File: src/rtl/rxq_pkg.sv
package rxq_pkg;
    localparam int unsigned DATA_W = 8;

    typedef struct packed {
        logic brk;
        logic frm;
        logic par;
    } rxq_flags_t;

    typedef struct packed {
        rxq_flags_t        flg;
        logic [DATA_W-1:0] dat;
    } rxq_entry_t;
endpackage

File: src/rtl/rxq_store.sv
module rxq_store
    import rxq_pkg::*;
#(
    parameter int unsigned DEPTH = 16
) (
    input  logic                       clk,
    input  logic                       rst_n,
    input  logic                       single,
    input  logic                       push,
    input  logic                       pop,
    input  rxq_entry_t                 wdata,
    output rxq_entry_t                 head,
    output logic                       empty,
    output logic                       full,
    output logic [$clog2(DEPTH+1)-1:0] occ
);
    localparam int unsigned AW = (DEPTH > 1) ? $clog2(DEPTH) : 1;
    localparam int unsigned CW = $clog2(DEPTH+1);
    localparam logic [AW-1:0] LAST = AW'(DEPTH-1);

    rxq_entry_t    mem [DEPTH];
    logic [AW-1:0] wr_ptr, rd_ptr;
    logic [CW-1:0] cnt;

    always_ff @(posedge clk) begin
        if (push) mem[wr_ptr] <= wdata;
    end

    always_ff @(posedge clk or negedge rst_n) begin
        if (!rst_n) begin
            wr_ptr <= '0;
            rd_ptr <= '0;
            cnt    <= '0;
        end else begin
            if (push) wr_ptr <= (wr_ptr == LAST) ? '0 : wr_ptr + 1'b1;
            if (pop)  rd_ptr <= (rd_ptr == LAST) ? '0 : rd_ptr + 1'b1;
            cnt <= cnt + CW'(push) - CW'(pop);
        end
    end

    assign head  = mem[rd_ptr];
    assign empty = (cnt == '0);
    assign full  = single ? (cnt != '0) : (cnt == CW'(DEPTH));
    assign occ   = cnt;
endmodule

File: src/rtl/rxq_brk_gate.sv
module rxq_brk_gate (
    input  logic clk,
    input  logic rst_n,
    input  logic chr_vld,
    input  logic brk_stb,
    output logic take_brk,
    output logic shut
);
    typedef enum logic {GATE_OPEN, GATE_SHUT} gate_t;
    gate_t st, st_nxt;

    always_ff @(posedge clk or negedge rst_n) begin
        if (!rst_n) st <= GATE_OPEN;
        else        st <= st_nxt;
    end

    always_comb begin
        st_nxt   = st;
        take_brk = 1'b0;
        unique case (st)
            GATE_OPEN: if (!chr_vld && brk_stb) begin
                take_brk = 1'b1;
                st_nxt   = GATE_SHUT;
            end
            GATE_SHUT: if (chr_vld) st_nxt = GATE_OPEN;
        endcase
    end

    assign shut = (st == GATE_SHUT);
endmodule

File: src/rtl/rxq_status.sv
module rxq_status
    import rxq_pkg::*;
#(
    parameter int unsigned DEPTH = 16
) (
    input  logic              clk,
    input  logic              rst_n,
    input  logic              ovr_evt,
    input  logic              st_rd,
    input  logic              push_bad,
    input  logic              pop,
    input  logic              pop_bad,
    input  logic [DATA_W-1:0] pop_data,
    output logic              ovr,
    output logic              err,
    output logic [DATA_W-1:0] rd_data
);
    localparam int unsigned CW = $clog2(DEPTH+1);
    logic [CW-1:0] bad_cnt;

    always_ff @(posedge clk or negedge rst_n) begin
        if (!rst_n) begin
            ovr     <= 1'b0;
            bad_cnt <= '0;
            rd_data <= '0;
        end else begin
            ovr     <= (ovr & ~st_rd) | ovr_evt;
            bad_cnt <= bad_cnt + CW'(push_bad) - CW'(pop_bad);
            if (pop) rd_data <= pop_data;
        end
    end

    assign err = (bad_cnt != '0);
endmodule

File: src/rtl/rx_fifo_status.sv
module rx_fifo_status
    import rxq_pkg::*;
#(
    parameter int unsigned DEPTH = 16
) (
    input  logic       clk,
    input  logic       rst_n,
    input  logic       fifo_en,
    input  logic       chr_vld,
    input  logic [7:0] chr_data,
    input  logic       chr_par,
    input  logic       chr_frm,
    input  logic       brk_stb,
    input  logic       rd_stb,
    input  logic       st_rd,
    output logic [7:0] rd_data,
    output logic       st_dr,
    output logic       st_ovr,
    output logic       st_par,
    output logic       st_frm,
    output logic       st_brk,
    output logic       st_err
);
    localparam int unsigned CW = $clog2(DEPTH+1);

    rxq_entry_t    wentry, head;
    logic          empty, full, take_brk, shut;
    logic          push_try, push_ok, pop;
    logic [CW-1:0] occ;

    always_comb begin
        if (chr_vld) begin
            wentry.dat     = chr_data;
            wentry.flg.brk = 1'b0;
            wentry.flg.frm = chr_frm;
            wentry.flg.par = chr_par;
        end else begin
            wentry.dat     = '0;
            wentry.flg.brk = 1'b1;
            wentry.flg.frm = 1'b0;
            wentry.flg.par = 1'b0;
        end
    end

    assign push_try = chr_vld | take_brk;
    assign push_ok  = push_try & ~full;
    assign pop      = rd_stb & ~empty;

    rxq_brk_gate u_gate (
        .clk(clk), .rst_n(rst_n), .chr_vld(chr_vld), .brk_stb(brk_stb),
        .take_brk(take_brk), .shut(shut)
    );

    rxq_store #(.DEPTH(DEPTH)) u_store (
        .clk(clk), .rst_n(rst_n), .single(~fifo_en), .push(push_ok), .pop(pop),
        .wdata(wentry), .head(head), .empty(empty), .full(full), .occ(occ)
    );

    rxq_status #(.DEPTH(DEPTH)) u_stat (
        .clk(clk), .rst_n(rst_n), .ovr_evt(push_try & full), .st_rd(st_rd),
        .push_bad(push_ok & (|wentry.flg)), .pop(pop), .pop_bad(pop & (|head.flg)),
        .pop_data(head.dat), .ovr(st_ovr), .err(st_err), .rd_data(rd_data)
    );

    assign st_dr  = ~empty;
    assign st_par = ~empty & head.flg.par;
    assign st_frm = ~empty & head.flg.frm;
    assign st_brk = ~empty & head.flg.brk;
endmodule

File: config.mk
export PLATFORM = sky130hd
export DESIGN_NAME = rx_fifo_status
export DESIGN_NICKNAME = d
export VERILOG_FILES = /design/src/rtl/rxq_pkg.sv /design/src/rtl/rxq_store.sv /design/src/rtl/rxq_brk_gate.sv /design/src/rtl/rxq_status.sv /design/src/rtl/rx_fifo_status.sv
export SDC_FILE = /design/constraint.sdc
export NUM_CORES = 1
export LEC_CHECK = 0
export ABC_CLOCK_PERIOD_IN_PS = 3400
export BUFFER_PORTS_ARGS = -buffer_cell sky130_fd_sc_hd__buf_2
export CORE_UTILIZATION = 55
export DETAILED_ROUTE_END_ITERATION = 16
export GPL_TIMING_DRIVEN = 0
export HOLD_SLACK_MARGIN = 0.15
export PLACE_DENSITY_LB_ADDON = 0.1
export SLEW_MARGIN = 10
export SYNTH_ARGS = -nofsm -noshare
export SYNTH_HDL_FRONTEND = slang
export SYNTH_HIERARCHICAL = 1
export SYNTH_SLANG_ARGS = --single-unit
File: constraint.sdc
create_clock -name clk -period 3.4 [get_ports clk]
set_clock_uncertainty 0.15 [all_clocks]
set_input_delay 0.34 -clock clk [delete_from_list [all_inputs] [get_ports clk]]
set_output_delay 0.34 -clock clk [all_outputs]
set_load 0.02 [all_outputs]
======== Word level (Yosys, flattened, before mapping) ========
Memories as Yosys holds them, arrays and structs flattened.
Index checks and enable logic that the tools add are counted.
W data, S select, Z words.
storage, ports and cells
  register bits after elaboration ......... 28
  latch bits .............................. 0
  memory bits (writable) .................. 176
  bits in read-only memories .............. 0
  input bits .............................. 17
  logic and storage cells ................. 49
  memories kept ........................... 1
cells by class
  $add $sub $neg .......................... 6
  multipliers ............................. 0
  div/mod/pow operators ................... 0
  magnitude comparators ................... 0
  equal/unequal tests ..................... 3
  shift operators ......................... 0
  multiplexer cells ....................... 10
  bitwise gates (word level) .............. 15
  reduce and logical (&&, ||, !) cells .... 7
memories
  name         words  bits a word  rd ports  clocked after memory_dff  write ports  line             RTL
  u_store.mem  16     11           1         0                         1            rxq_store.sv:21  rxq_entry_t mem [DEPTH];
operators with widths
  cell                   number
  $mux W11               1
  $add A5 B1 Y5          2
  $reduce_bool A5 Y1     2
  $sub A5 B1 Y5          2
  $and A1 B1 Y1          9
  $add A4 B1 Y4 const B  2
  $eq A4 B4 Y1 const B   2
  $mux W4                2
  $mux W1                6
  $reduce_or A3 Y1       2
  $eq A5 B5 Y1 const B   1
  $logic_not A5 Y1       1
  $not A1 Y1             4
  $or A1 B1 Y1           2
  $pmux W1 S2            1
  $logic_and A1 B1 Y1    1
  $logic_not A1 Y1       1

======== Depth between registers and ports, before layout ========
  depth after elaboration ................. 9
  depth in mapped cells ................... 14

======== By module ========
The synthesis kept the hierarchy.
modules (own cells, without submodules)
  module          instances  cells each  area each (um2)  sequential area each (um2)
  rxq_store       1          388         7,627.3          5,610.4
  rxq_status      1          48          653.1            350.3
  rx_fifo_status  1          24          140.1            0.0
  rxq_brk_gate    1          3           47.5             25.0

======== Worst setup path after synthesis ========
Ideal clock, no wire load.
  kind .................................... reg2reg
  start ................................... reg u_store.rd_ptr[0]
  end ..................................... reg u_stat.bad_cnt[4]
  library setup time ...................... 0.124 ns
  arrival time ............................ 2.885 ns
  data required time ...................... 3.126 ns
  slack ................................... 0.241 ns
  cell stages (with the launch flop) ...... 14
  cell sequence ........................... dfrtp_1 buf_6 buf_8 mux4_2 a32oi_1 o21ai_1 o31a_1 ha_1 inv_1 ha_1 fa_1 a21oi_1 o21bai_1 xnor2_1
RTL lines
  what                    line              RTL
  from (decl)             rxq_store.sv:22   logic [AW-1:0] wr_ptr, rd_ptr;
  from (signal assigned)  rxq_store.sv:36   if (pop) rd_ptr <= (rd_ptr == LAST) ? '0 : rd_ptr + 1'b1;
  to (signal assigned)    rxq_status.sv:28  bad_cnt <= bad_cnt + CW'(push_bad) - CW'(pop_bad);
  to (decl)               rxq_status.sv:19  logic [CW-1:0] bad_cnt;

==> metrics <==
Area growth syn-to-layout=17.0%; dpl hpwl=about 11 mm; DP Cell Count=680; antenna-violating nets left=0; Clock power frac=roughly 28%; power share of the combinational group=between 30% and 40%; DR WL met3=roughly 940 um; Mapped Nets=499; post-synthesis async set-or-reset flop share=~14%; flops & latches, synth=about 200; crit-path max FO=8; FF/Latch Area=around 0.006 mm2; # setup viols final=0; kind of critical path=register to register; initial core utilization=57.4%; Pre-antenna DRT Iters=5; clock latency on the worst-skew pair=about 500 ps; worst path arrival time=3580 ps; Mean Syn Cell Area=around 18 um2; IO Pins=31; r2r worst-path depth=13; vias in the first global route=~4600; switching power share of the total=between 30% and 40%; status=finished clean; met1 wire length=just under 8 mm; register clock-pin slew on the reported worst setup and hold paths=about 60 ps; hold endpoint=u_store/rd_ptr[2]; Diodes inserted=0; Worst R2R End=u_stat/bad_cnt[4]; mean routed wirelength per cell=24.6 um; RSZ-0062 raised after global routing=yes; TNS Setup=0 ps; critical path's top delay family=compound AO/OA/AOI/OAI gates; largest net degree at the start of global routing=29; Max Used Layer=met4; CP max-delay cell=mux4_2; Post-synth EDFFs=around 180; DRC violations left=0; share of cells above drive strength 1=roughly a quarter; gp weighted congestion=roughly 0.76; Net Switching=2.58 mW; CTS tree=done; worst-margin pin slew=762 ps; Crit path largest cell delay=approximately 500 ps; Fillers=~1000; Clock Sinks=a little over 200; CP Cell Sequence=buf_12, buf_6, mux4_2, a32oi_2, o21ai_2, o31a_1, ha_1, inv_2, ha_4, fa_2, a21oi_2, o21bai_1, xnor2_1; fin crit share=98.6%; Pleak=3.63 nW; Yosys cell types=40; critical path depth in cells=13; total gr overflow=0; area of the multi-input gates=between 0.002 and 0.0025 mm2; relative max-transition margin=approximately half; Die Height=126 um; predominant post-synthesis flop cell=edfxtp_1; Num CTS Buffers=22; PwrDens=between 800 and 900 mW/mm2; all-layer global routing usage=about a quarter; cell row count=44; initial antenna violation count=0; Final Core Density=roughly 67%; Internal=5.74 mW; Total Power=around 8.3 mW; Hold Fails Final Rpt=0; drt total wl=between 15 and 20 mm; Hold Path Origin=rd_stb; Min Hold Slack=200 ps; sequential area share after synthesis=a little over two thirds; Req. time, crit path=3630 ps; hold depth=4; Core Region=between 0.01 and 0.015 mm2; Die W=approximately 130 um; Sequential Power Share=roughly two fifths; Worst VDD drop=approximately 490 uV; H-tree levels=1; min-delay worst type=primary input to register; Mapped Area=0.00847 mm2; I/O Buffers=30; Setup crit end kind=register; R2R Path Start=u_store/rd_ptr[0]; via count=about 4400; Cells after Synth=~460; R2R setup slack=between 40 and 50 ps; Non-Filler Instances=737; crit path time final=roughly 3400 ps; CTS max path bufs=3; CTS Root Cell=clkbuf_16; crit start category=register; first-pass GRT wire length=27.6 mm; metal2 WL=around 9.1 mm; total number of yosys warnings=6; drt via density=about 6.0; max cap viols=0; Crit path buffers/inverters=3; initial drt markers=approximately 390; Max Fclk=~0.3 GHz; Final Slew Violations=0; die area=about 0.016 mm2; Final nets=around 570
==> registers in the layout, indices dropped and copies added, names as in the netlist <==
signal,count
u_stat/ovr,1
u_stat/rd_data,8
u_stat/bad_cnt,5
u_store/mem,176
u_store/wr_ptr,4
u_gate/shut,1
u_store/occ,5
u_store/rd_ptr,4
==> power by group through the flow <==
stage	sequential [mW]	combinational (mW)	clock (mW)
after floorplan	3.24	1.73	0
after global placement	3.19	2.43	0
after detailed placement	3.21	2.50	0
after CTS	3.18	2.65	2.41
after global routing	3.22	2.97	2.51
final	3.19	2.76	2.37
==> per-layer routing <==
layer  vias to the layer above  GRT usage [%]
li1                       1977              -
met1                      2297           33.1
met2                       139           40.7
met3                        34           3.40
met4                         0           5.95
met5                         -              0
==> stage by stage <==
| stage | cell area, um2 | worst slack [ps] |
|---|---|---|
| 6_report | 9910 | 47.0 |
| 5_1_grt | 9910 | -90.4 |
| 4_1_cts | 9780 | 6.67 |
| 3_5_place_dp | 8890 | -276 |
| 3_3_place_gp | 8850 | -919 |
| 2_1_floorplan | 8470 | 241 |
==> worst register-to-register path, cell delays in order (launching register included) <==
cell and delay, ps:
dfrtp_2 410, buf_12 160, buf_6 120, mux4_2 510, a32oi_2 250, o21ai_2 120
o31a_1 310, ha_1 290, inv_2 40, ha_4 150, fa_2 350, a21oi_2 150
o21bai_1 90, xnor2_1 130
==> cell usage in the layout (no fill, tap or decap), types with 12 or more instances in the layout <==
| cell type | instances |
|---|---|
| inv_1 | 18 |
| dfrtp_1 | 27 |
| clkbuf_1 | 12 |
| edfxtp_1 | 176 |
| ha_1 | 16 |
| mux4_2 | 25 |
| clkbuf_16 | 23 |
| mux2i_1 | 34 |
| buf_4 | 14 |
| buf_2 | 34 |
| and2_1 | 20 |
==> Yosys cell counts (all sizes together) (8+ instances only) <==
| library cell | count | area [um2] |
|---|---|---|
| mux4 | 33 | 777 |
| ha | 17 | 213 |
| dfrtp | 28 | 701 |
| mux2i | 34 | 340 |
| o21ai | 15 | 75.1 |
| mux2 | 10 | 113 |
| inv | 19 | 71.3 |
| a32oi | 11 | 96.3 |
| nand2 | 8 | 30.0 |
| edfxtp | 176 | 5290 |
| and2 | 20 | 125 |
| buf | 17 | 130 |
| nor2 | 12 | 45.0 |
| a22oi | 11 | 82.6 |
==> logic make-up after synthesis <==
logic type                 Yosys count  synth area share, %
xor gates and xnor gates            11                 1.14
DFF                                204                 70.7
AOI/OAI and AO/OA                   50                 4.06
muxes                               77                 14.5
and+or+nand+nor                     60                 3.96
adders and majority gates           19                 2.98
buffers and inverters               42                 2.64
==> final cells by class <==
type	count	share of cell area, %
flip-flops and latches	204	60.4
repair buffers	52	3.55
clock inverters	9	1.17
plain buffers	22	2.22
well taps	184	2.32
clock buffers	30	6.07
inverters	19	0.720
multi-input cells	217	23.5
==> worst max path at each step <==
stage,endpoint,start,slack (ps)
CTS,u_stat/bad_cnt[4],u_store/rd_ptr[0],7
global route,u_stat/bad_cnt[4],u_store/rd_ptr[0],-90
detailed placement,u_stat/bad_cnt[4],u_store/rd_ptr[1],-280
finish,u_stat/bad_cnt[4],u_store/rd_ptr[0],50
floorplan,u_stat/bad_cnt[4],u_store/rd_ptr[0],240
global placement,u_store/mem[11][5],u_store/occ[2],-920
==> repair_timing <==
action | 4_1_cts | 5_1_grt
setup endpoints to repair | 2 | 21
cloned | 0 | 0
hold buffers | 5 | 0
endpoints found under the hold margin | 30 | 0
buffers inserted | 9 | 5
gates resized for setup | 17 | 20
pin swaps | 4 | 10
(Power assumes the default switching activity.)
